`src/rtl/cec_period_pkg.sv`:
```
package cec_period_pkg;

  typedef enum logic [2:0] {
    ST_OFF,
    ST_IDLE,
    ST_STLOW,
    ST_WAITD,
    ST_MEAS,
    ST_ERRLO
  } rxState_t;

  // strobes from control to datapath
  typedef struct packed {
    logic clrCnt;
    logic setMin;
    logic setMax;
  } dpCmd_t;

endpackage

```
`src/rtl/cec_period_front.sv`:
```
module cec_period_front #(
  parameter int SyncStages = 2,
  parameter int FiltW      = 3
) (
  input  logic             clk,
  input  logic             rstN,
  input  logic             tickEn,
  input  logic             lineIn,
  input  logic [FiltW-1:0] filtLen,
  output logic             fallPulse,
  output logic             risePulse
);

  logic [SyncStages-1:0] syncQ;
  logic                  lineSync;
  logic                  lineFilt;
  logic                  linePrev;
  logic [FiltW-1:0]      filtCnt;

  always_ff @(posedge clk or negedge rstN) begin
    if (!rstN) syncQ <= '1;
    else       syncQ <= {syncQ[SyncStages-2:0], lineIn};
  end

  assign lineSync = syncQ[SyncStages-1];

  // a change is taken once it has differed on filtLen+1 ticks in a row
  always_ff @(posedge clk or negedge rstN) begin
    if (!rstN) begin
      lineFilt <= 1'b1;
      filtCnt  <= '0;
    end else if (tickEn) begin
      if (lineSync == lineFilt) begin
        filtCnt <= '0;
      end else if (filtCnt >= filtLen) begin
        lineFilt <= lineSync;
        filtCnt  <= '0;
      end else begin
        filtCnt <= filtCnt + 1'b1;
      end
    end
  end

  always_ff @(posedge clk or negedge rstN) begin
    if (!rstN) linePrev <= 1'b1;
    else       linePrev <= lineFilt;
  end

  assign fallPulse = linePrev & ~lineFilt;
  assign risePulse = ~linePrev & lineFilt;

endmodule

```
`src/rtl/cec_period_dp.sv`:
```
module cec_period_dp
  import cec_period_pkg::*;
#(
  parameter int CntW        = 8,
  parameter int TrimW       = 3,
  parameter int BaseMin     = 67,
  parameter int BaseMax     = 90,
  parameter int StartLowMin = 110,
  parameter int ErrLowTicks = 119
) (
  input  logic             clk,
  input  logic             rstN,
  input  logic             tickEn,
  input  dpCmd_t           cmd,
  input  logic [TrimW-1:0] minTrim,
  input  logic [TrimW-1:0] maxTrim,
  input  logic [1:0]       clrStatus,
  input  logic [1:0]       irqMask,
  output logic             shortPeriod,
  output logic             longPeriod,
  output logic             startOk,
  output logic             errDone,
  output logic             statMin,
  output logic             statMax,
  output logic             irq
);

  localparam int LimW = CntW + 2;

  logic [CntW-1:0]        cnt;
  logic signed [LimW-1:0] minLim;
  logic signed [LimW-1:0] maxLim;
  logic signed [LimW-1:0] cntS;

  // one saturating tick counter serves start low, bit period and error pulse
  always_ff @(posedge clk or negedge rstN) begin
    if (!rstN)                      cnt <= '0;
    else if (cmd.clrCnt)            cnt <= '0;
    else if (tickEn && cnt != '1)   cnt <= cnt + 1'b1;
  end

  always_comb begin
    minLim = LimW'(BaseMin) + {{(LimW-TrimW){minTrim[TrimW-1]}}, minTrim};
    maxLim = LimW'(BaseMax) + {{(LimW-TrimW){maxTrim[TrimW-1]}}, maxTrim};
    cntS   = {2'b00, cnt};
  end

  assign shortPeriod = cntS < minLim;
  assign longPeriod  = cntS > maxLim;
  assign startOk     = cnt >= CntW'(StartLowMin);
  assign errDone     = cnt == CntW'(ErrLowTicks);

  // sticky flags, a new fault wins over a clear in the same cycle
  always_ff @(posedge clk or negedge rstN) begin
    if (!rstN) begin
      statMin <= 1'b0;
      statMax <= 1'b0;
    end else begin
      if (cmd.setMin)        statMin <= 1'b1;
      else if (clrStatus[0]) statMin <= 1'b0;
      if (cmd.setMax)        statMax <= 1'b1;
      else if (clrStatus[1]) statMax <= 1'b0;
    end
  end

  assign irq = |({statMax, statMin} & irqMask);

endmodule

```
`src/rtl/cec_period_ctrl.sv`:
```
module cec_period_ctrl
  import cec_period_pkg::*;
(
  input  logic   clk,
  input  logic   rstN,
  input  logic   rxEnable,
  input  logic   fallPulse,
  input  logic   risePulse,
  input  logic   shortPeriod,
  input  logic   longPeriod,
  input  logic   startOk,
  input  logic   errDone,
  output dpCmd_t cmd,
  output logic   driveLow,
  output logic   busy
);

  rxState_t state, stateNext;

  always_ff @(posedge clk or negedge rstN) begin
    if (!rstN) state <= ST_OFF;
    else       state <= stateNext;
  end

  always_comb begin
    stateNext = state;
    cmd       = '0;
    if (!rxEnable) begin
      stateNext = ST_OFF;
    end else begin
      unique case (state)
        ST_OFF: stateNext = ST_IDLE;
        ST_IDLE: begin
          if (fallPulse) begin
            stateNext  = ST_STLOW;
            cmd.clrCnt = 1'b1;
          end
        end
        ST_STLOW: begin
          if (risePulse) stateNext = startOk ? ST_WAITD : ST_IDLE;
        end
        ST_WAITD: begin
          if (fallPulse) begin
            stateNext  = ST_MEAS;
            cmd.clrCnt = 1'b1;
          end
        end
        ST_MEAS: begin
          if (longPeriod) begin
            stateNext  = ST_IDLE;
            cmd.setMax = 1'b1;
          end else if (fallPulse) begin
            cmd.clrCnt = 1'b1;
            if (shortPeriod) begin
              stateNext  = ST_ERRLO;
              cmd.setMin = 1'b1;
            end
          end
        end
        ST_ERRLO: begin
          if (errDone) stateNext = ST_IDLE;
        end
        default: stateNext = ST_OFF;
      endcase
    end
  end

  assign driveLow = (state == ST_ERRLO);
  assign busy     = (state != ST_OFF);

endmodule

```
`src/rtl/cec_period_check.sv`:
```
module cec_period_check
  import cec_period_pkg::*;
#(
  parameter int SyncStages  = 2,
  parameter int FiltW       = 3,
  parameter int CntW        = 8,
  parameter int TrimW       = 3,
  parameter int BaseMin     = 67,
  parameter int BaseMax     = 90,
  parameter int StartLowMin = 110,
  parameter int ErrLowTicks = 119
) (
  input  logic             clk,
  input  logic             rstN,
  input  logic             tickEn,
  input  logic             rxEnable,
  input  logic             cecIn,
  input  logic [FiltW-1:0] filtLen,
  input  logic [TrimW-1:0] minTrim,
  input  logic [TrimW-1:0] maxTrim,
  input  logic [1:0]       clrStatus,
  input  logic [1:0]       irqMask,
  output logic             cecDriveLow,
  output logic             busy,
  output logic             statMin,
  output logic             statMax,
  output logic             irq
);

  dpCmd_t cmd;
  logic   fallPulse, risePulse;
  logic   shortPeriod, longPeriod, startOk, errDone;

  cec_period_front #(.SyncStages(SyncStages), .FiltW(FiltW)) uFront (
    .clk(clk), .rstN(rstN), .tickEn(tickEn), .lineIn(cecIn),
    .filtLen(filtLen), .fallPulse(fallPulse), .risePulse(risePulse)
  );

  cec_period_ctrl uCtrl (
    .clk(clk), .rstN(rstN), .rxEnable(rxEnable),
    .fallPulse(fallPulse), .risePulse(risePulse),
    .shortPeriod(shortPeriod), .longPeriod(longPeriod),
    .startOk(startOk), .errDone(errDone),
    .cmd(cmd), .driveLow(cecDriveLow), .busy(busy)
  );

  cec_period_dp #(
    .CntW(CntW), .TrimW(TrimW), .BaseMin(BaseMin), .BaseMax(BaseMax),
    .StartLowMin(StartLowMin), .ErrLowTicks(ErrLowTicks)
  ) uDp (
    .clk(clk), .rstN(rstN), .tickEn(tickEn), .cmd(cmd),
    .minTrim(minTrim), .maxTrim(maxTrim),
    .clrStatus(clrStatus), .irqMask(irqMask),
    .shortPeriod(shortPeriod), .longPeriod(longPeriod),
    .startOk(startOk), .errDone(errDone),
    .statMin(statMin), .statMax(statMax), .irq(irq)
  );

endmodule

```
`config.mk`:
```
export PLATFORM = sky130hd
export DESIGN_NAME = cec_period_check
export DESIGN_NICKNAME = d
export VERILOG_FILES = /design/src/rtl/cec_period_pkg.sv /design/src/rtl/cec_period_front.sv /design/src/rtl/cec_period_dp.sv /design/src/rtl/cec_period_ctrl.sv /design/src/rtl/cec_period_check.sv
export SDC_FILE = /design/constraint.sdc
export NUM_CORES = 1
export LEC_CHECK = 0
export CORE_ASPECT_RATIO = 0.7
export CORE_MARGIN = 2
export CORE_UTILIZATION = 55
export DETAILED_ROUTE_END_ITERATION = 6
export PLACE_DENSITY = 0.85
export REMOVE_ABC_BUFFERS = 1
export SLEW_MARGIN = 15
export SYNTH_ARGS = -nofsm -noshare
export SYNTH_HDL_FRONTEND = slang
export SYNTH_SLANG_ARGS = --single-unit
```
`constraint.sdc`:
```
create_clock -name clk -period 3.7 [get_ports clk]
set_input_delay 0.925 -clock clk [delete_from_list [all_inputs] [get_ports clk]]
set_output_delay 0.925 -clock clk [all_outputs]
set_load 0.1 [all_outputs]
```
## Word level (Yosys, flattened, before mapping)

Cells that the tools add are included.

| operators by class | value |
|---|---|
| add/sub/neg operators | 4 |
| order comparisons | 4 |
| equality and inequality tests | 14 |
| multiplexer cells | 26 |
| bitwise operators | 6 |
| reduce and logical (&&, ||, !) cells | 10 |

Operators with widths:

| kind | number |
|---|---|
| 3-bit 2-to-1 mux | 11 |
| 8-bit by 3-bit adder with 9-bit output (first input constant) | 2 |
| 3-bit one-hot mux with 6 select lines | 1 |
| 8-bit 2-to-1 mux | 2 |
| 9-bit by 10-bit > comparator with 1-bit output | 1 |
| 9-bit by 10-bit less-than comparator with 1-bit output | 1 |
| 3-bit != test (second input constant) | 3 |
| 8-bit by 1-bit adder with 8-bit output (second input constant) | 1 |
| 8-bit by 7-bit equality test with 1-bit output (second input constant) | 1 |
| 8-bit by 7-bit >= comparator with 1-bit output (second input constant) | 1 |
| 2-bit 2-to-1 mux | 4 |
| 4-bit != test (second input constant) | 2 |
| 8-bit != test (second input constant) | 1 |
| 1-bit 2-to-1 mux | 7 |
| 3-bit by 2-bit equality test with 1-bit output (second input constant) | 2 |
| 3-bit equality test (second input constant) | 2 |
| 6-bit AND reduction | 1 |
| 2-bit nonzero test | 3 |
| 2-bit OR reduction | 2 |
| 3-bit by 1-bit adder with 3-bit output (second input constant) | 1 |
| 3-bit by 1-bit equality test with 1-bit output (second input constant) | 1 |
| 3-bit >= comparator | 1 |
| 3-bit zero test | 1 |
| 3-bit by 2-bit != test with 1-bit output (second input constant) | 1 |
| 8 further kinds | 11 |

| storage, ports and cells | value |
|---|---|
| register bits | 20 |
| output and inout port bits | 5 |
| word-level logic and storage cells | 72 |

## Logic depth before layout (Yosys ltp)

Gate-level depths: netlist of the first run.

| depth | value |
|---|---|
| depth after elaboration | 8 |
| depth in mapped cells | 10 |

## Modules after synthesis

Synthesis of the first run repeated with hierarchy kept, for this count alone.

| unflattened totals | value |
|---|---|
| cells, all modules | 170 |
| area, all modules | 1,556.5 µm² |

Modules (own cells, without submodules):

| module | instances | cells an instance | area an instance (µm²) | sequential area each (µm²) |
|---|---|---|---|---|
| cec_period_dp | 1 | 96 | 865.8 | 250.2 |
| cec_period_front | 1 | 38 | 395.4 | 180.2 |
| cec_period_ctrl | 1 | 36 | 295.3 | 75.1 |

## Worst setup path after synthesis of the first run

No wires, ideal clock.

| path | value |
|---|---|
| kind | register -> output |
| from | reg uCtrl.state[2] |
| to | out cecDriveLow |
| arrival time | 1,840 ps |
| required time | 2,775 ps |
| slack | 935 ps |
| cell stages (with the launch flop) | 4 |
| path buffers | 1 |
| cells stage by stage | dfrtp_1 clkbuf_2 nand2b_1 nor2_1 |

| between the ends | value |
|---|---|
| word-level cells in the longest chain between the ends | 1 |

RTL lines:

| item | line | RTL |
|---|---|---|
| start: declaration | cec_period_ctrl.sv:18 | `rxState_t state, stateNext;` |
| start signal: assignment | cec_period_ctrl.sv:22 | `else state <= stateNext;` |
| 3-bit equality test | cec_period_ctrl.sv:68 | `assign driveLow = (state == ST_ERRLO);` |
| end: declaration | cec_period_check.sv:23 | `output logic cecDriveLow,` |

No other way between the ends.

## Worst setup path in the final report of the first run

| path | value |
|---|---|
| from | reg uCtrl.state[2] |
| to | out busy |

| between the ends | value |
|---|---|
| word-level cells in the longest chain between the ends | 1 |

RTL lines:

| item | line | RTL |
|---|---|---|
| 3-bit nonzero test | cec_period_ctrl.sv:69 | `assign busy = (state != ST_OFF);` |
| end: declaration | cec_period_check.sv:24 | `output logic busy,` |

No other way between the ends.

==> out/results.txt, run 1 <==
status: completed
Final Instance Area: 0.001814 mm^2
sequential area share after synthesis: 0.3325
Post-synth EDFFs: 0
Setup CP Type: reg2out
path depth of the worst reg2reg path: 6
top-area cell type share of the netlist area: 0.2634
H-Tree Depth: 1
share of power burned in registers: 0.401
slew margin rel.: 0.3476
fin nets: 224
commonest cells after routing, fill and taps aside: ha_1, clkdlybuf4s50_1, inv_1, dfrtp_1, nand2_1
Residual DRC: 0
initial core utilization: 0.6000
Routed Antenna Nets: 0
Sw Ratio: 0.4321
Fillers: 189
CP Max Fanout: 9
clk sinks: 20
internal power: 0.0005702 W
cts hold-fix bufs: 0
diode count: 0
number of top-level pins: 23
most common cell after layout, fill and taps aside: ha_1
worst reg-to-reg setup slack: 1.70 ns
Synth area leader: dfrtp_1
Syn Inst Count: 160
CORE AREA: 0.002534 mm^2
Setup-failing EPs final: 0
Synth warnings: 0
DR vias/cell: 5.899
Netlist cell types: 44
cells resized by post-CTS repair: 0
CTS buffer count: 3
first-pass GRT wire length: 5589 um
total gr overflow: 0
period utilisation layout: 0.8049
Root Buffer: clkbuf_8
maximum vdd drop: 300.8 uV
die height: 47.99 um
Slew Viols, Final: 0
reg2reg end: uDp.cnt[7]
Post-Route WL: 3415 um
max-cap violations: 0
worst hold path class: reg2reg
Comb pwr share: 0.453
Async SR Flop Fraction: 1.000
Syn-to-layout area delta: 19.34%
Total Power: 0.001004 W
ranking of synthesized cells by area: dfrtp_1, ha_1, dfstp_2, inv_1, nand2_1
Clk Latency, worst-skew pair: 0.26 ns
PwrDens: 553.4 mW/mm^2
clock power share: 0.146
Hold Path Sink: uFront.syncQ[1]
Hold WS: 0.3723 ns
port buffer count: 22
fmax: 335.8 MHz
synthesized cell area: 0.001520 mm^2
Tmin final: 2.978 ns
syn avg cell area: 9.501 um^2
Slew @ Worst Pin: 0.9755 ns
largest net degree at the start of global routing: 21
drt first pass iters: 6
DP Area: 0.001769 mm^2
Reg clk slew, reported paths: 0.08 ns
HP Start: uFront.syncQ[0]
CTS tree: done
HPWL after detailed placement: 2663 um
gr usage total: 0.2414
RSZ-0062 raised after global routing: false
hold-critical path depth: 0
Clock Skews: 0.006270 ns
DRC marker count from the first detailed-route iteration: 106
global placement routability congestion: 0.8584
Rows: 15
DR WL/cell: 15.67 um
Worst setup SP type: register
number of synthesized register bits: 20
RR Startpoint: uDp.cnt[3]
Vias: 1286
Crit path required time: 2.77 ns
Worst setup EP type: primary output
Leak: 0.8298 nW
Synth Flop Type: dfrtp_1
final hold vios: 0
arrival time at the worst endpoint: 2.05 ns
Die Footprint: 0.003207 mm^2
Max Buffers Root-to-Sink: 2
net switching power: 0.0004338 W
Die X-Extent: 66.84 um
vias in the first global route: 1204
initial antenna violation count: 0
Final TNS setup: 0 ns
Post-CTS Setup Bufs: 0
share of cells above drive strength 1: 0.09239
[cells in the mapped netlist (2+ instances only)]
| cell type | number |
|---|---|
| o221ai_1 | 2 |
| o211ai_1 | 2 |
| nand2_1 | 15 |
| and4_1 | 2 |
| inv_1 | 16 |
| xor2_1 | 4 |
| nor2b_1 | 2 |
| ha_1 | 21 |
| nand2b_1 | 5 |
| nor3_1 | 2 |
| mux2_2 | 2 |
| nor2_1 | 14 |
| nand3_1 | 5 |
| dfstp_2 | 4 |
| a21o_1 | 2 |
| nand4_1 | 4 |
| a21boi_0 | 2 |
| o22ai_1 | 3 |
| o21a_1 | 3 |
| dfrtp_1 | 16 |
| xnor2_1 | 2 |
| a21oi_1 | 5 |
| o21ai_0 | 6 |
[layer usage]
| layer | GRT usage | part of all wire | vias to the layer above |
|---|---|---|---|
| met3 | 0.04471 | 0.073 | 4 |
| li1 | - | - | 625 |
| met1 | 0.3241 | 0.46 | 592 |
| met5 | 0 | 0 | - |
| met2 | 0.4120 | 0.45 | 65 |
| met4 | 0.06531 | 0.011 | 0 |
[flip-flops by register name, indices dropped and copies added (netlist names)]
name and flops:
uFront.filtCnt 3, uCtrl.state 3, uDp.cnt 8, uDp.statMin 1, uFront.lineFilt 1, uDp.statMax 1, uFront.syncQ 2, uFront.linePrev 1
[power groups by stage]
stage	Sequential [W]	Clock [W]	Combinational (W)
finish	0.000402	0.000147	0.000455
global route	0.000415	0.000160	0.000507
CTS	0.000398	0.000150	0.000453
detailed placement	0.000402	0	0.000448
global placement	0.000397	0	0.000414
floorplan	0.000371	0	0.000338
[metrics by stage]
| step | std cells | setup slack, ns | utilization |
|---|---|---|---|
| after floorplan | 158 | 0.9369 | - |
| after global placement | 214 | 0.6718 | 0.6983 |
| after detailed placement | 214 | 0.5170 | 0.6983 |
| after CTS | 218 | 0.7175 | 0.7160 |
| after global routing | 218 | 0.6608 | 0.7160 |
| final | 218 | 0.7219 | 0.7160 |
[area by class of cell]
class                   count  area (um^2)  share of cell area
clock buffers               4        45.04             0.02483
well taps                  34        42.54             0.02345
inverters                  16        60.06             0.03310
repair buffers             22        215.2              0.1186
flip-flops and latches     20        505.5              0.2786
multi-input cells         122        945.9              0.5214
[worst max-delay path: stages (launching register included)]
cell and delay, ns:
dfrtp_1 0.52, or3_1 0.15, clkdlybuf4s50_1 1.12
[logic make-up (layout without fill, tap and decap cells)]
kind of cell,after synthesis,count (layout),share of synthesized area
adder cells (fa/ha/maj),21,21,0.1728
XOR/XNOR,6,6,0.03457
flip-flops,20,20,0.3325
buffers and inverters,18,42,0.04526
multiplexers,3,3,0.02140
AND/OR/NAND/NOR,56,56,0.1975
AO/OA/AOI/OAI,36,36,0.1959
[worst max path at each step]
stage / startpoint / to / slack (ns) / cells past startpoint
after floorplan: uCtrl.state[1] / cecDriveLow / 0.94 / 2
after global placement: maxTrim[1] / uDp.cnt[7] / 0.67 / 9
after detailed placement: maxTrim[1] / uDp.cnt[7] / 0.52 / 9
after CTS: uCtrl.state[0] / busy / 0.72 / 2
after global routing: uCtrl.state[2] / busy / 0.66 / 2
final: uCtrl.state[2] / busy / 0.72 / 2
No activity file was read; power rests on OpenSTA's default activity.
==> run 2, diff against run 1 <==
Settings changed: CORE_UTILIZATION 55 to 54, PLACE_DENSITY 0.85 to 0.84.
Clock period 3.7 ns to 3 ns, I/O delays scaled along.
==> out/results.txt, run 2 (synthesized netlist as in run 1, its figures left out) <==
status: completed
maximum vdd drop: 431.1 uV
fmax: 358.8 MHz
PwrDens: 733.8 mW/mm^2
Worst setup EP type: register
initial antenna violation count: 0
slew margin rel.: 0.3991
Hold Path Sink: uFront.syncQ[1]
Setup CP Type: in2reg
CP Max Fanout: 2
Die Footprint: 0.003262 mm^2
worst reg-to-reg setup slack: 1.08 ns
CORE AREA: 0.002743 mm^2
Rows: 16
Reg clk slew, reported paths: 0.08 ns
vias in the first global route: 1373
period utilisation layout: 0.9290
DRC marker count from the first detailed-route iteration: 104
reg2reg end: uDp.cnt[6]
most common cell after layout, fill and taps aside: ha_1
Final Instance Area: 0.001848 mm^2
RR Startpoint: uDp.cnt[3]
HP Start: uFront.syncQ[0]
global placement routability congestion: 0.9071
commonest cells after routing, fill and taps aside: ha_1, clkdlybuf4s50_1, inv_1, dfrtp_1, nand2_1
Crit path required time: 3.17 ns
Slew Viols, Final: 0
Syn-to-layout area delta: 21.56%
Hold WS: 0.3654 ns
path depth of the worst reg2reg path: 6
max FFs per register: 8
DR WL/cell: 16.21 um
Vias: 1358
number of top-level pins: 23
Root Buffer: clkbuf_8
Post-Route WL: 3566 um
Worst setup SP type: input port
hold-critical path depth: 0
clk sinks: 20
DR vias/cell: 6.173
cell depth of the worst setup path: 10
worst hold path class: reg2reg
HPWL after detailed placement: 2691 um
H-Tree Depth: 1
cts hold-fix bufs: 0
final hold vios: 0
slowest library cell on the worst path: clkdlybuf4s50_1
Clock Skews: 0.001555 ns
Critical Path Most Common Cell: ha_1
CP delay by family, top: adder cells
share of cells above drive strength 1: 0.1141
cells resized by post-CTS repair: 0
Setup-failing EPs final: 0
gr usage total: 0.2550
Tmin final: 2.787 ns
Residual DRC: 0
drt first pass iters: 4
CP Cell Sequence: clkdlybuf4s50_1 > inv_1 > ha_1 > ha_1 > ha_1 > o211ai_1 > nor2_1 > o221ai_1 > o2111a_1 > o21a_1
port buffer count: 22
first-pass GRT wire length: 6196 um
critical path buffer and inverter count: 2
Clk Latency, worst-skew pair: 0.27 ns
Post-CTS Setup Bufs: 0
fin nets: 224
largest registers: uDp.cnt: 8 flops, uCtrl.state: 3 flops, uFront.filtCnt: 3 flops
CTS tree: done
Die X-Extent: 67.42 um
arrival time at the worst endpoint: 2.95 ns
total gr overflow: 0
largest net degree at the start of global routing: 21
Routed Antenna Nets: 0
initial core utilization: 0.5543
Max Buffers Root-to-Sink: 2
Reg with most FFs: uDp.cnt
diode count: 0
CTS buffer count: 3
Slew @ Worst Pin: 0.8985 ns
RSZ-0062 raised after global routing: false
Leak: 0.8505 nW
Slowest Stage Delay on Critical Path: 0.49 ns
Final TNS setup: 0 ns
die height: 48.39 um
max-cap violations: 0
DP Area: 0.001777 mm^2
==> run 2: changes by cell type in the layout (fill, tap and decap cells not counted), sizes merged <==
cell / delta
buf: +3
bufinv: +1
clkbuf: -1
clkdlybuf4s50: -3
==> run 2: worst max path at each step <==
stage	startpoint	end	slack, ns
finish	minTrim[0]	uCtrl.state[0]	0.21
global route	minTrim[0]	uCtrl.state[0]	0.20
CTS	minTrim[0]	uCtrl.state[0]	0.27
detailed placement	maxTrim[1]	uDp.cnt[6]	0.02
global placement	maxTrim[1]	uDp.cnt[3]	0.15
floorplan	uCtrl.state[1]	cecDriveLow	0.41
==> run 2: cell type report <==
| cell class | count | area (um^2) |
|---|---|---|
| Tap cell | 36 | 45.04 |
| Inverter | 16 | 60.06 |
| Multi-Input combinational cell | 122 | 945.9 |
| Clock buffer | 3 | 41.29 |
| Fill cell | 221 | 894.6 |
| Sequential cell | 20 | 505.5 |
| Timing Repair Buffer | 22 | 220.2 |
| Clock inverter | 1 | 30.03 |
==> run 2: where the power goes <==
part,leakage [nW],switching (W),internal [W]
Combinational,0.562,0.000317,0.000256
Sequential,0.253,0.000145,0.000358
Clock,0.0357,0.000100,0.000179
Total,0.851,0.000563,0.000793
==> run 2: per-stage QoR <==
| stage | util | total power (W) | cells | setup slack (ns) |
|---|---|---|---|---|
| 2_1_floorplan | - | 0.0008748 | 158 | 0.4119 |
| 3_3_place_gp | 0.6478 | 0.001005 | 216 | 0.1504 |
| 3_5_place_dp | 0.6478 | 0.001055 | 216 | 0.01847 |
| 4_1_cts | 0.6738 | 0.001350 | 220 | 0.2734 |
| 5_1_grt | 0.6738 | 0.001460 | 220 | 0.1977 |
| 6_report | 0.6738 | 0.001356 | 220 | 0.2130 |
==> run 2: worst reg2reg max path, stage by stage, from the launching register on <==
cell      delay [ns]
dfrtp_1         0.50
ha_1            0.36
a21oi_1         0.15
o221ai_1        0.13
o21ba_2         0.27
o32ai_4         0.28
nor2_1          0.11
==> run 2: metal layers <==
layer,vias to the layer above,GRT usage,routed length (um),share of wire
met1,639,0.3248,1344,0.38
met5,-,0,0,0
met3,18,0.06279,344,0.096
li1,621,-,-,-
met4,0,0.1259,156,0.044
met2,80,0.4010,1720,0.48
